==> src/rtl/chain_pkg.sv <==
package chain_pkg;
    typedef enum logic [1:0] {
        ST_HUNT  = 2'd0,
        ST_CLAIM = 2'd1,
        ST_FWD   = 2'd2
    } link_state_t;
endpackage

==> src/rtl/chain_prefix_det.sv <==
module chain_prefix_det #(
    parameter int                  PREFIX_W = 16,
    parameter logic [PREFIX_W-1:0] PREFIX   = 16'hA55A
) (
    input  logic clk,
    input  logic rst_n,
    input  logic bit_en,
    input  logic cs_n,
    input  logic hunt,
    input  logic din,
    output logic match,
    output logic oldest
);
    typedef struct packed {
        logic [PREFIX_W-1:0] sr;
    } det_t;

    det_t q, d;
    logic [PREFIX_W-1:0] window;

    always_comb begin
        d      = q;
        window = {q.sr[PREFIX_W-2:0], din};
        match  = bit_en && !cs_n && hunt && (window == PREFIX);
        oldest = q.sr[PREFIX_W-1];
        if (cs_n) begin
            d.sr = '0;
        end else if (bit_en && hunt) begin
            d.sr = match ? '0 : window;
        end
    end

    always_ff @(posedge clk or negedge rst_n) begin
        if (!rst_n) q <= '0;
        else        q <= d;
    end

    // a raised select leaves no partial match behind
    p_clear_on_deselect_r8: assert property (@(posedge clk) disable iff (!rst_n)
        cs_n |=> (q.sr == '0));
endmodule

==> src/rtl/chain_link.sv <==
module chain_link
    import chain_pkg::*;
#(
    parameter int                  SLOT_BITS = 128,
    parameter int                  PREFIX_W  = 16,
    parameter logic [PREFIX_W-1:0] PREFIX    = 16'hA55A,
    localparam int                 RES_BITS  = SLOT_BITS - PREFIX_W,
    localparam int                 CNT_W     = $clog2(SLOT_BITS)
) (
    input  logic                clk,
    input  logic                rst_n,
    input  logic                bit_en,
    input  logic                cs_n,
    input  logic                din,
    input  logic                match,
    input  logic                oldest,
    input  logic [RES_BITS-1:0] res_word,
    output logic                hunt,
    output logic                cap_start,
    output logic                cap_en,
    output logic                cap_bit,
    output logic                cap_done,
    output logic                dout
);
    localparam logic [CNT_W-1:0] LAST = CNT_W'(SLOT_BITS - 1);

    typedef struct packed {
        link_state_t          st;
        logic [CNT_W-1:0]     cnt;
        logic [SLOT_BITS-1:0] osr;
        logic                 dout;
    } link_t;

    link_t q, d;

    assign hunt = (q.st == ST_HUNT);
    assign dout = q.dout;

    always_comb begin
        d         = q;
        cap_start = 1'b0;
        cap_en    = 1'b0;
        cap_done  = 1'b0;
        cap_bit   = din;
        if (cs_n) begin
            d.st   = ST_HUNT;
            d.cnt  = '0;
            d.dout = 1'b0;
        end else if (bit_en) begin
            case (q.st)
                ST_HUNT: begin
                    d.dout = oldest;
                    if (match) begin
                        d.st      = ST_CLAIM;
                        d.cnt     = '0;
                        d.osr     = {res_word, PREFIX};
                        cap_start = 1'b1;
                    end
                end
                ST_CLAIM: begin
                    d.dout = q.osr[SLOT_BITS-1];
                    d.osr  = {q.osr[SLOT_BITS-2:0], 1'b0};
                    d.cnt  = q.cnt + 1'b1;
                    cap_en = 1'b1;
                    if (q.cnt == LAST) begin
                        d.st     = ST_FWD;
                        cap_done = 1'b1;
                    end
                end
                default: d.dout = din;
            endcase
        end
    end

    always_ff @(posedge clk or negedge rst_n) begin
        if (!rst_n) q <= '{st: ST_HUNT, cnt: '0, osr: '0, dout: 1'b0};
        else        q <= d;
    end

    // deselect forces hunting and a quiet output
    p_deselect_quiet_r8: assert property (@(posedge clk) disable iff (!rst_n)
        cs_n |=> (!dout && hunt));
    // relay stage copies the input with one strobe of delay
    p_forward_copy_r7: assert property (@(posedge clk) disable iff (!rst_n)
        (q.st == ST_FWD && bit_en && !cs_n) |=> (dout == $past(din)));
    // a claim can only start from hunting on a marker match
    p_claim_entry_r2: assert property (@(posedge clk) disable iff (!rst_n)
        (q.st != ST_CLAIM) ##1 (q.st == ST_CLAIM) |-> $past(match));
endmodule

==> src/rtl/chain_job_buf.sv <==
module chain_job_buf #(
    parameter int SLOT_BITS = 128
) (
    input  logic                 clk,
    input  logic                 rst_n,
    input  logic                 cap_start,
    input  logic                 cap_en,
    input  logic                 cap_bit,
    input  logic                 cap_done,
    input  logic                 job_done,
    output logic [SLOT_BITS-1:0] job_word,
    output logic                 job_valid,
    output logic                 idle
);
    typedef struct packed {
        logic [SLOT_BITS-1:0] pend;
        logic                 full;
        logic [SLOT_BITS-1:0] act;
        logic                 vld;
        logic                 idle;
    } buf_t;

    buf_t q, d;

    assign job_word  = q.act;
    assign job_valid = q.vld;
    assign idle      = q.idle;

    always_comb begin
        d = q;
        if (cap_start) d.full = 1'b0;
        if (cap_en)    d.pend = {q.pend[SLOT_BITS-2:0], cap_bit};
        if (cap_done)  d.full = 1'b1;
        if (q.full && (job_done || !q.vld)) begin
            d.act  = q.pend;
            d.vld  = 1'b1;
            d.full = 1'b0;
            d.idle = 1'b0;
        end else if (job_done) begin
            d.idle = 1'b1;
        end
    end

    always_ff @(posedge clk or negedge rst_n) begin
        if (!rst_n) q <= '0;
        else        q <= d;
    end

    // a completed slot is always held as pending
    p_full_after_slot_r4: assert property (@(posedge clk) disable iff (!rst_n)
        cap_done |=> q.full);
    // completion with a pending job hands it over
    p_promote_r10: assert property (@(posedge clk) disable iff (!rst_n)
        (job_done && q.full) |=> (job_valid && !idle && job_word == $past(q.pend)));
    // completion with nothing pending keeps the job and flags idle
    p_keep_and_flag_r10: assert property (@(posedge clk) disable iff (!rst_n)
        (job_done && !q.full) |=> (idle && job_word == $past(job_word)));
endmodule

==> src/rtl/chain_node.sv <==
module chain_node
    import chain_pkg::*;
#(
    parameter int                  SLOT_BITS = 128,
    parameter int                  PREFIX_W  = 16,
    parameter logic [PREFIX_W-1:0] PREFIX    = 16'hA55A,
    parameter int                  NONCE_W   = 32
) (
    input  logic                 clk,
    input  logic                 rst_n,
    input  logic                 bit_en,
    input  logic                 cs_n,
    input  logic                 din,
    output logic                 dout,
    input  logic                 job_done,
    input  logic [1:0]           res_count,
    input  logic [NONCE_W-1:0]   res_nonce0,
    input  logic [NONCE_W-1:0]   res_nonce1,
    output logic [SLOT_BITS-1:0] job_word,
    output logic                 job_valid
);
    localparam int RES_BITS = SLOT_BITS - PREFIX_W;
    localparam int PAD_BITS = RES_BITS - 4 - 2 * NONCE_W;

    logic                hunt, match, oldest;
    logic                cap_start, cap_en, cap_bit, cap_done;
    logic                idle;
    logic [RES_BITS-1:0] res_word;

    generate
        if (PAD_BITS > 0) begin : g_pad
            assign res_word = {job_valid, idle, res_count, {PAD_BITS{1'b0}},
                               res_nonce1, res_nonce0};
        end else begin : g_nopad
            assign res_word = {job_valid, idle, res_count, res_nonce1, res_nonce0};
        end
    endgenerate

    chain_prefix_det #(.PREFIX_W(PREFIX_W), .PREFIX(PREFIX)) u_det (
        .clk(clk), .rst_n(rst_n), .bit_en(bit_en), .cs_n(cs_n), .hunt(hunt),
        .din(din), .match(match), .oldest(oldest)
    );

    chain_link #(.SLOT_BITS(SLOT_BITS), .PREFIX_W(PREFIX_W), .PREFIX(PREFIX)) u_link (
        .clk(clk), .rst_n(rst_n), .bit_en(bit_en), .cs_n(cs_n), .din(din),
        .match(match), .oldest(oldest), .res_word(res_word), .hunt(hunt),
        .cap_start(cap_start), .cap_en(cap_en), .cap_bit(cap_bit),
        .cap_done(cap_done), .dout(dout)
    );

    chain_job_buf #(.SLOT_BITS(SLOT_BITS)) u_buf (
        .clk(clk), .rst_n(rst_n), .cap_start(cap_start), .cap_en(cap_en),
        .cap_bit(cap_bit), .cap_done(cap_done), .job_done(job_done),
        .job_word(job_word), .job_valid(job_valid), .idle(idle)
    );

    // nothing leaves the node while it is deselected
    p_quiet_deselected_r1: assert property (@(posedge clk) disable iff (!rst_n)
        $past(cs_n) |-> !dout);
endmodule

==> config.mk <==
export PLATFORM = sky130hd
export DESIGN_NAME = chain_node
export DESIGN_NICKNAME = d
export VERILOG_FILES = /design/src/rtl/chain_pkg.sv /design/src/rtl/chain_prefix_det.sv /design/src/rtl/chain_link.sv /design/src/rtl/chain_job_buf.sv /design/src/rtl/chain_node.sv
export SDC_FILE = /design/constraint.sdc
export NUM_CORES = 1
export LEC_CHECK = 0
export BUFFER_PORTS_ARGS = -buffer_cell sky130_fd_sc_hd__buf_2
export CORE_MARGIN = 5
export CORE_UTILIZATION = 63
export DETAILED_ROUTE_END_ITERATION = 8
export PLACE_DENSITY_LB_ADDON = 0.2
export SYNTH_ARGS = -nofsm -noshare
export SYNTH_HDL_FRONTEND = slang
export SYNTH_HIERARCHICAL = 1
export SYNTH_SLANG_ARGS = --single-unit
==> constraint.sdc <==
create_clock -name clk -period 3.7 [get_ports clk]
set_clock_uncertainty 0.2 [all_clocks]
set_input_delay 0.185 -clock clk [delete_from_list [all_inputs] [get_ports clk]]
set_output_delay 0.185 -clock clk [all_outputs]
set_load 0.1 [all_outputs]
==> run_results.csv <==
group,metric,value,unit
pwr,p_switching,1.85,mW
synthesis,synth_area_leaders,"dfrtp_1 59%, mux2_2 10%, mux2i_1 6.5%, mux2_1 6.3%, buf_4 5.5%",
clocking,cts_sinks,412,
sta,setup_slack,0.800,ns
place,hpwl,19100,um
sta,fin_crit_sh,78.4,%
routing,vias,9965,
pwr,p_int,7.08,mW
sta,fmax,345,MHz
sta,period_needed,2.90,ns
routing,drt_iter0_drc,657,
run_status,status,"completed",
cells_and_area,finalCoreUtilization,72.7,%
global_routing,globalRouteTotalUtil,20.7,%
cells_and_area,num-fill-cells,1850,
setup_path,critPathArrivalTime,3.09,ns
pwr,seqPwrFrac,50.5,%
clocking,cts_buffer_depth,3,
sta,setup_viol,0,
sta,rsz0062_at_grt,"no",
floorplan,die_h,177,um
pwr,ir_drop,333,uV
synthesis,yosys_warnings,6,
place,gp_congestion,0.757,
sta,slew_viol_final,0,
floorplan,die_area,0.0312,mm^2
setup_path,crit_type,"reg2reg",
place,dp_cells,1747,
synthesis,synthCells,1308,
global_routing,grt_pass1_wl,53600,um
clocking,clk_pin_slew,0.06,ns
setup_path,cp.required,3.89,ns
clocking,cts-root-buf,"clkbuf_16",
routing,finalWirelength,31800,um
synthesis,synth_largest_area_cell,"dfrtp_1",
clocking,htreeDepth,2,
global_routing,grt_pass1_vias,10500,
routing,post_drt_via_cell_ratio,5.26,
synthesis,yosysSeqAreaShare,58.9,%
sta,whs,0.119,ns
synthesis,ys.flop_type,"dfrtp_1",
clocking,cts_resized,0,
cells_and_area,synthToLayoutAreaGrowth,14.8,%
place,placedInstanceArea,0.0180,mm^2
routing,drc,0,
sta,timing.slew.headroom,39.4,%
setup_path,worst-path-max-fanout,96,
synthesis,ys_top_cells_by_count,"412 x dfrtp_1, 159 x mux2_2, 129 x buf_4, 119 x nand2_1, 113 x mux2i_1",
sta,setup_tns,0,ns
cells_and_area,multi_input_area,0.00590,mm^2
floorplan,die_w,177,um
floorplan,boundaryPins,202,
synthesis,syn_area,0.0175,mm^2
synthesis,yosysMostFrequentCell,"dfrtp_1",
setup_path,endpoint_kind,"flip-flop",
place,pre_cts_ws,0.840,ns
synthesis,ys_ff_latch,412,
clocking,cts_buffers,42,
synthesis,synth_top_cell_area_share,58.9,%
clocking,cts_setup_buffers,0,
synthesis,synth_edf_count,0,
cells_and_area,drive_gt1_share,30.5,%
cells_and_area,final_cells,1895,
pwr,clockPowerShare,46.6,%
floorplan,start_util,63.4,%
pwr,power,8.93,mW
synthesis,avgSynthCellArea,13.4,um^2
worst_hold_path,hold_path_class,"in2async",
pwr,combPwrFrac,2.9,%
sta,final-hold-violation-count,0,
synthesis,synthArstFlopShare,100,%
setup_path,cp-start-kind,"flip-flop",
global_routing,overflow,0,
floorplan,core_region_area,0.0276,mm^2
cells_and_area,n_antenna_cell,0,
cells_and_area,design_area,0.0201,mm^2
clocking,worstSkewPairLatency,0.52,ns
routing,ant_nets,0,
cells_and_area,ff_latch_area,0.0103,mm^2
routing,dr.pass1.iters,4,
cells_and_area,fin_nets,1558,
pwr,power.density,444,mW/mm^2
sta,tightest_slew,0.902,ns
routing,wire_per_inst,16.8,um
global_routing,grt_antenna_before_repair,0,
pwr,swShare,20.7,%
clocking,cts_tree,"done",
place,numPortBuffers,201,
floorplan,fp-row-count,61,
pwr,p_leak,10.2,nW
synthesis,yosysUniqueCellTypes,41,
run,cap_violations,0,
global_routing,grt_max_degree,104,
==> logic make-up (layout without fill, tap and decap cells) <==
logic type | Yosys count | in the layout | synth area share, %
flops | 412 | 412 | 58.9
mux | 370 | 370 | 23.0
buf+inv | 205 | 371 | 8.40
compound gates | 165 | 165 | 5.70
simple gates | 154 | 154 | 3.92
fa+ha+maj | 1 | 1 | 0.0715
other cells | 1 | 44 | 0.0214
==> worst paths after layout <==
kind	start	end	slack (ns)	cells past startpoint
max reg2reg	u_link/q[137]$_DFFE_PN0P_	u_link/q[55]$_DFFE_PN0P_	0.80	8
min in group clk	job_done	u_buf/idle$_DFFE_PN0P_	0.26	3
max in group asynchronous	rst_n	u_buf/q[157]$_DFFE_PN0P_	2.08	3
max	u_link/q[137]$_DFFE_PN0P_	u_link/q[55]$_DFFE_PN0P_	0.80	8
min	rst_n	u_link/q[77]$_DFFE_PN0P_	0.12	2
min reg2reg	u_buf/job_word[65]$_DFFE_PN0P_	u_buf/job_word[65]$_DFFE_PN0P_	0.28	1
==> final cells by class <==
class,count,share of cell area [%]
flip-flops and latches,412,51.3
repair buffers,292,10.0
clock inverters,14,0.716
inverters,3,0.0809
well taps,378,2.35
multi-input cells,734,29.4
clock buffers,62,6.15
==> layer usage <==
metal,track usage (%),routed length (um),up-vias
met1,28.7,14100,4990
met4,4.90,546,0
met3,5.04,1870,45
met5,0,0,-
met2,33.8,15200,194
li1,-,-,4736
==> flip-flops by register name, summed over array words and instances (netlist names) <==
name	count
u_link/q	136
u_buf/q	129
u_buf/job_word	128
u_det/q	16
u_buf/idle	1
u_buf/job_valid	1
u_link/dout	1
==> cells in the final DEF, fill, tap and decap left out, types with 2 or more instances in the layout <==
cell	n
dfrtp_1	412
buf_2	200
mux2_2	159
nand2_1	119
mux2i_1	113
mux2_1	98
o21ai_1	90
dlygate4sd3_1	72
conb_1	44
clkbuf_16	42
o21ai_0	31
a22o_1	23
nor2_1	12
clkbuf_8	11
buf_12	11
clkbuf_1	9
buf_4	8
clkinv_2	7
o22a_1	7
inv_6	3
nor2b_1	3
nand3_1	3
nor3_1	3
a31oi_1	3
bufinv_16	2
clkinvlp_4	2
o21a_1	2
or2_2	2
and4bb_2	2
and4bb_4	2
a21oi_1	2
o31ai_1	2
==> power by group through the flow <==
stage | Clock, mW | Combinational, mW | Sequential (mW)
finish | 4.16 | 0.262 | 4.51
global placement | 0 | 0.202 | 4.59
floorplan | 0 | 0.0495 | 4.59
global route | 4.47 | 0.299 | 4.50
detailed placement | 0 | 0.204 | 4.59
CTS | 4.27 | 0.265 | 4.51
==> what timing repair did <==
action                                 CTS  global route
hold buffers                            72             0
endpoints found under the hold margin  185             0
setup endpoints to repair                0             0
==> worst max-delay path, cell delays in order (launching register included) <==
cell	delay (ns)
dfrtp_1	0.48
nor2_1	0.35
nand3b_4	0.13
nor2_1	0.23
nor2_1	0.08
or3_4	0.67
buf_12	0.36
nand2_1	0.13
o21ai_1	0.07
Power figures use the tool's default switching activity.
